--- src/rtl/i2c_mask_slave.sv ---
module i2c_mask_slave #(
  parameter int SYNC = 2
) (
  input  logic       clk,
  input  logic       rst_n,
  input  logic       scl_i,
  input  logic       sda_i,
  output logic       sda_pull_o,
  input  logic [6:0] own_addr_i,
  input  logic [6:0] second_addr_i,
  input  logic       second_is_mask_i,
  input  logic       gcall_en_i,
  input  logic       match_all_i,
  input  logic       ack_en_i,
  input  logic [7:0] tx_byte_i,
  output logic       tx_load_o,
  output logic [7:0] rx_byte_o,
  output logic       rx_valid_o,
  output logic       addr_valid_o,
  output logic [7:0] addr_byte_o,
  output logic       hit_own_o,
  output logic       hit_second_o,
  output logic       hit_gcall_o,
  output logic       ten_bit_o,
  output logic       start_o,
  output logic       stop_o,
  output logic       collision_o
);

  typedef enum logic [2:0] {S_IDLE, S_ADDR, S_RX, S_ACK, S_TX, S_MACK, S_WAIT} st_t;

  logic [SYNC-1:0] scl_sy, sda_sy;
  logic scl_d, sda_d;
  st_t st, nxt_q;
  logic [3:0] cnt;
  logic [7:0] sh;
  logic ack_q, more_q;

  wire scl_s = scl_sy[SYNC-1];
  wire sda_s = sda_sy[SYNC-1];
  wire scl_rise = scl_s & ~scl_d;
  wire scl_fall = ~scl_s & scl_d;
  wire start_c = scl_s & scl_d & sda_d & ~sda_s;
  wire stop_c  = scl_s & scl_d & ~sda_d & sda_s;

  wire [7:0] byte_in = {sh[6:0], sda_s};
  wire [6:0] a7 = byte_in[7:1];
  wire m_own = (a7 == own_addr_i);
  wire m_sec = second_is_mask_i ? ((a7 & ~second_addr_i) == (own_addr_i & ~second_addr_i))
                                : (a7 == second_addr_i);
  wire m_gc  = gcall_en_i && (byte_in == 8'h00);
  wire tenb  = (a7[6:2] == 5'b11110);
  wire hw_hit = m_own | m_sec | m_gc;
  wire accept = match_all_i ? ack_en_i : (hw_hit | (tenb & ack_en_i));
  wire flag   = match_all_i | hw_hit | tenb;

  always_ff @(posedge clk or negedge rst_n) begin
    if (!rst_n) begin
      scl_sy <= '1;
      sda_sy <= '1;
      scl_d  <= 1'b1;
      sda_d  <= 1'b1;
    end else begin
      scl_sy <= {scl_sy[SYNC-2:0], scl_i};
      sda_sy <= {sda_sy[SYNC-2:0], sda_i};
      scl_d  <= scl_s;
      sda_d  <= sda_s;
    end
  end

  always_ff @(posedge clk or negedge rst_n) begin
    if (!rst_n) begin
      st <= S_IDLE;
      nxt_q <= S_WAIT;
      cnt <= '0;
      sh <= '0;
      ack_q <= 1'b0;
      more_q <= 1'b0;
      sda_pull_o <= 1'b0;
      tx_load_o <= 1'b0;
      rx_byte_o <= '0;
      rx_valid_o <= 1'b0;
      addr_valid_o <= 1'b0;
      addr_byte_o <= '0;
      hit_own_o <= 1'b0;
      hit_second_o <= 1'b0;
      hit_gcall_o <= 1'b0;
      ten_bit_o <= 1'b0;
      start_o <= 1'b0;
      stop_o <= 1'b0;
      collision_o <= 1'b0;
    end else begin
      tx_load_o <= 1'b0;
      rx_valid_o <= 1'b0;
      addr_valid_o <= 1'b0;
      start_o <= 1'b0;
      stop_o <= 1'b0;
      collision_o <= 1'b0;
      if (start_c) begin
        st <= S_ADDR;
        cnt <= '0;
        sda_pull_o <= 1'b0;
        start_o <= 1'b1;
      end else if (stop_c) begin
        st <= S_IDLE;
        sda_pull_o <= 1'b0;
        stop_o <= 1'b1;
      end else begin
        case (st)
          S_ADDR, S_RX: begin
            if (scl_rise && cnt < 4'd8) begin
              sh <= byte_in;
              cnt <= cnt + 4'd1;
              if (cnt == 4'd7) begin
                if (st == S_ADDR) begin
                  ack_q <= accept;
                  nxt_q <= accept ? (byte_in[0] ? S_TX : S_RX) : S_WAIT;
                  addr_valid_o <= flag;
                  if (flag) begin
                    addr_byte_o <= byte_in;
                    hit_own_o <= m_own;
                    hit_second_o <= m_sec;
                    hit_gcall_o <= m_gc;
                    ten_bit_o <= tenb;
                  end
                end else begin
                  rx_byte_o <= byte_in;
                  rx_valid_o <= 1'b1;
                  ack_q <= ack_en_i;
                  nxt_q <= ack_en_i ? S_RX : S_WAIT;
                end
              end
            end else if (scl_fall && cnt == 4'd8) begin
              st <= S_ACK;
              sda_pull_o <= ack_q;
              cnt <= '0;
            end
          end
          S_ACK: begin
            if (scl_fall) begin
              cnt <= '0;
              st <= nxt_q;
              if (nxt_q == S_TX) begin
                sh <= tx_byte_i;
                sda_pull_o <= ~tx_byte_i[7];
                tx_load_o <= 1'b1;
              end else begin
                sda_pull_o <= 1'b0;
              end
            end
          end
          S_TX: begin
            if (scl_rise) begin
              if (!sda_pull_o && !sda_s) begin
                collision_o <= 1'b1;
                st <= S_WAIT;
              end else begin
                cnt <= cnt + 4'd1;
              end
            end else if (scl_fall) begin
              if (cnt == 4'd8) begin
                sda_pull_o <= 1'b0;
                st <= S_MACK;
              end else begin
                sh <= {sh[6:0], 1'b0};
                sda_pull_o <= ~sh[6];
              end
            end
          end
          S_MACK: begin
            if (scl_rise) begin
              more_q <= ~sda_s;
            end else if (scl_fall) begin
              if (more_q) begin
                sh <= tx_byte_i;
                sda_pull_o <= ~tx_byte_i[7];
                tx_load_o <= 1'b1;
                cnt <= '0;
                st <= S_TX;
              end else begin
                st <= S_WAIT;
              end
            end
          end
          default: ;
        endcase
      end
    end
  end

  assert_pull_only_scl_low_R12: assert property (@(posedge clk) disable iff (!rst_n)
    $rose(sda_pull_o) |-> !scl_s);
  assert_start_stop_exclusive_R1: assert property (@(posedge clk) disable iff (!rst_n)
    !(start_o && stop_o));
  assert_release_on_collision_R11: assert property (@(posedge clk) disable iff (!rst_n)
    collision_o |-> !sda_pull_o);
  assert_flag_needs_reason_R5: assert property (@(posedge clk) disable iff (!rst_n)
    (addr_valid_o && !$past(match_all_i)) |-> (hit_own_o || hit_second_o || hit_gcall_o || ten_bit_o));
  assert_gcall_needs_enable_R6: assert property (@(posedge clk) disable iff (!rst_n)
    $rose(hit_gcall_o) |-> $past(gcall_en_i));
  assert_no_load_after_collision_R11: assert property (@(posedge clk) disable iff (!rst_n)
    collision_o |=> !tx_load_o);

endmodule

--- config.mk ---
export PLATFORM = sky130hd
export DESIGN_NAME = i2c_mask_slave
export DESIGN_NICKNAME = d
export VERILOG_FILES = /design/src/rtl/i2c_mask_slave.sv
export SDC_FILE = /design/constraint.sdc
export NUM_CORES = 1
export LEC_CHECK = 0
export BUFFER_PORTS_ARGS = -buffer_cell sky130_fd_sc_hd__buf_2
export CORE_UTILIZATION = 35
export DETAILED_ROUTE_END_ITERATION = 8
export PLACE_DENSITY = 0.56
export SLEW_MARGIN = 20
export SYNTH_ARGS = -nofsm -noshare
export SYNTH_HDL_FRONTEND = slang
export SYNTH_SLANG_ARGS = --single-unit
--- constraint.sdc ---
create_clock -name clk -period 3.2 [get_ports clk]
set_input_delay 0.48 -clock clk [delete_from_list [all_inputs] [get_ports clk]]
set_output_delay 0.48 -clock clk [all_outputs]
set_load 0.03 [all_outputs]
==> summary.txt <==
TritonCTS Buffers: 5
Mux cell area share after synthesis: 12.48%
Post-route DRC: 0
Syn_area_per_cell: 10.59 sq um
Final Setup Violations: 0
Most frequent cells in the layout: buf_2 (56), dfrtp_1 (43), inv_1 (22)
Fmax: 0.3759 GHz
Power Density: 629.6 mW/mm^2
Complex-gate fraction of the synthesized area: 13.49%
Crit-path max FO: 11
Antenna diode count: 0
Slowest cell on crit path: or4b_2
Final instance area: 0.003503 sq mm
Synth warnings: 0
Most common cell after layout, fill and taps aside: buf_2
GRT Total Usage: 16.12%
CP endpoint kind: flop
CP Buf/Inv Count: 0
Internal power: 1402 uW
Hold buffer count at CTS: 0
Status: finished clean
Final Hold Viols: 0
Period utilization: 83.14%
Synthesized area: 0.002997 sq mm
Max Slew Vio Count: 0
Synth Area in Adders: 5.010%
Share of layout cells above drive strength 1: 34.12%
Full die area: 0.008936 sq mm
Post-DP HPWL: 4985 um
Area Overhead vs Synth: 16.91%
Yosys cell types: 60
CTS tree: done
Number of gates resized after CTS: 0
Peak supply drop: 0.2763 mV
Routed wire length per instance: 14.98 um
Via count: 2,289
Final Critical Period: 2660 ps
Post-Synth Simple-Gate Area: 16.53%
Core Area: 0.008258 sq mm
Final Skew: 7.555 ps
Clk network pwr share: 24.4%
Seq pwr share: 40.2%
Synth Net Count: 325
Global-route wire length before repair: 11,030 um
Clock Latency Late Sink: 310 ps
Worst slew pin tran: 661.8 ps
Placed Area: 0.003367 sq mm
Top_reg_cell synth: dfrtp_1
CP required: 3390 ps
Post-CTS Setup Inserts: 0
Crit path cell chain: ha_1 > nand4_1 > or4b_2 > o21ai_0 > o21ai_2 > mux2_4
Largest net degree at the start of global routing: 40
Number of global-route vias before repair: 2,211
Routed Antenna Nets: 0
Setup tns final: 0 ps
Yosys reg bits: 51
Worst hold path class: in -> async
Crit path DAT: 2850 ps
Final #Nets: 381
# H-tree levels: 2
Routed WL: 6666 um
Clock slew at reported path FFs: 100 ps
I/O pin count: 57
RSZ-0062 raised after global routing: no
Die height: 94.53 um
Via/cell ratio: 5.144
Post-placement cell count: 437
Post-route insts no fill: 445
Root buffer cell: clkbuf_8
Switching power: 803.4 uW
Post-synth EDFFs: 0
RePlAce Congestion: 0.7890
Largest family of logic cells by synthesized area: simple AND/OR/NAND/NOR gates
Largest stage delay, worst path: 620 ps
DIE WIDTH: 94.53 um
DR pass1 iterations: 4
Port bufs: 56
Leakage: 0.001693 uW
Synth Area in XOR/XNOR: 4.676%
Placement Rows: 33
Sw Share: 36.42%
Initial Util: 36.29%
Layout Utilization: 42.42%
DRT iter0 DRCs: 86
Sequential fraction of the synthesis area: 42.92%
Maximum clock path buffer count: 2
Post-Synthesis Cells: 283
Total grt overflow: 0
Final hold slack: 43.30 ps
Antenna violations before repair: 0
MaxCap Viol Count: 0
Relative slew slack: 55.87%
WS Path Type: reg -> reg
Sink Count: 51
Fraction of registers with async set or reset after synthesis: 100.0%
Crit path launch type: flop
Comb pwr share: 35.4%
CP delay by family, top: simple AND/OR/NAND/NOR gates
-- metrics by stage --
step / power, uW / setup WS, ps
finish: 2206 / 539.6
global route: 2351 / 392.6
floorplan: 1459 / 861.7
global placement: 1678 / 561.0
CTS: 2230 / 529.4
detailed placement: 1690 / 510.5
-- registers in the layout (all words and copies together), names as in the netlist, 2 cells and up --
signal and cells:
addr_byte_o 8, cnt 4, nxt_q 2, rx_byte_o 8, scl_sy 2, sda_sy 2, sh 7, st 3
-- final timing paths --
path	slack [ps]	startpoint	cells after the start	end
min reg2reg	360	sda_sy[0]	0	sda_sy[1]
min	40	rst_n	1	stop_o
max	540	sh[0]	6	addr_byte_o[1]
max reg2reg	540	sh[0]	6	addr_byte_o[1]
max in group asynchronous	2340	rst_n	2	nxt_q[2]
min in group clk	260	scl_i	1	scl_sy[0]
-- Yosys cell counts (3+ instances only) --
master	n	area share, %
dfstp_2	8	7.0
nor3_1	4	0.67
buf_2	3	0.50
nand3_1	6	1.0
dfrtp_1	43	36
a21oi_1	10	1.7
a22o_1	4	1.2
xor2_1	4	1.2
mux2_4	6	3.0
nor4_1	3	0.63
mux2i_1	7	2.3
nand2b_1	4	0.83
nor2b_1	13	2.7
mux2_2	19	7.1
buf_6	3	1.1
nand4_1	5	1.0
inv_1	22	2.8
xnor2_1	12	3.5
nand2_1	16	2.0
clkbuf_1	3	0.38
o22ai_1	3	0.63
nor2_1	14	1.8
o21ai_0	15	2.5
ha_1	12	5.0
-- power by group through the flow --
stage | Combinational, uW | Sequential, uW | Clock, uW
2_1_floorplan | 620 | 839 | 0
3_3_place_gp | 780 | 898 | 0
3_5_place_dp | 788 | 902 | 0
4_1_cts | 791 | 889 | 549
5_1_grt | 872 | 903 | 577
6_report | 780 | 886 | 539
-- layout make-up --
cell class / instances / area [sq um]
clock inverter: 3 / 67.56
sequential: 51 / 1286
inverter: 22 / 82.58
clock buffer: 5 / 68.82
fill: 800 / 4755
tap: 105 / 131.4
multi-input combinational: 200 / 1564
timing repair buffer: 59 / 302.8
-- routing by layer --
layer	track usage [%]	vias up	part of all wire, %
li1	-	1118	-
met1	20.74	1112	46
met2	27.17	55	48
met3	3.865	4	4.7
met4	4.040	0	0.66
met5	0	-	0
-- logic make-up (layout without fill, tap and decap cells) --
| logic type | count (synthesis) | in the layout |
|---|---|---|
| simple gates | 82 | 82 |
| compound gates | 58 | 58 |
| flops | 51 | 51 |
| mux | 32 | 32 |
| buf+inv | 32 | 89 |
| xor+xnor | 16 | 16 |
| fa+ha+maj | 12 | 12 |
Note: power is estimated with default switching activity, not from simulation.
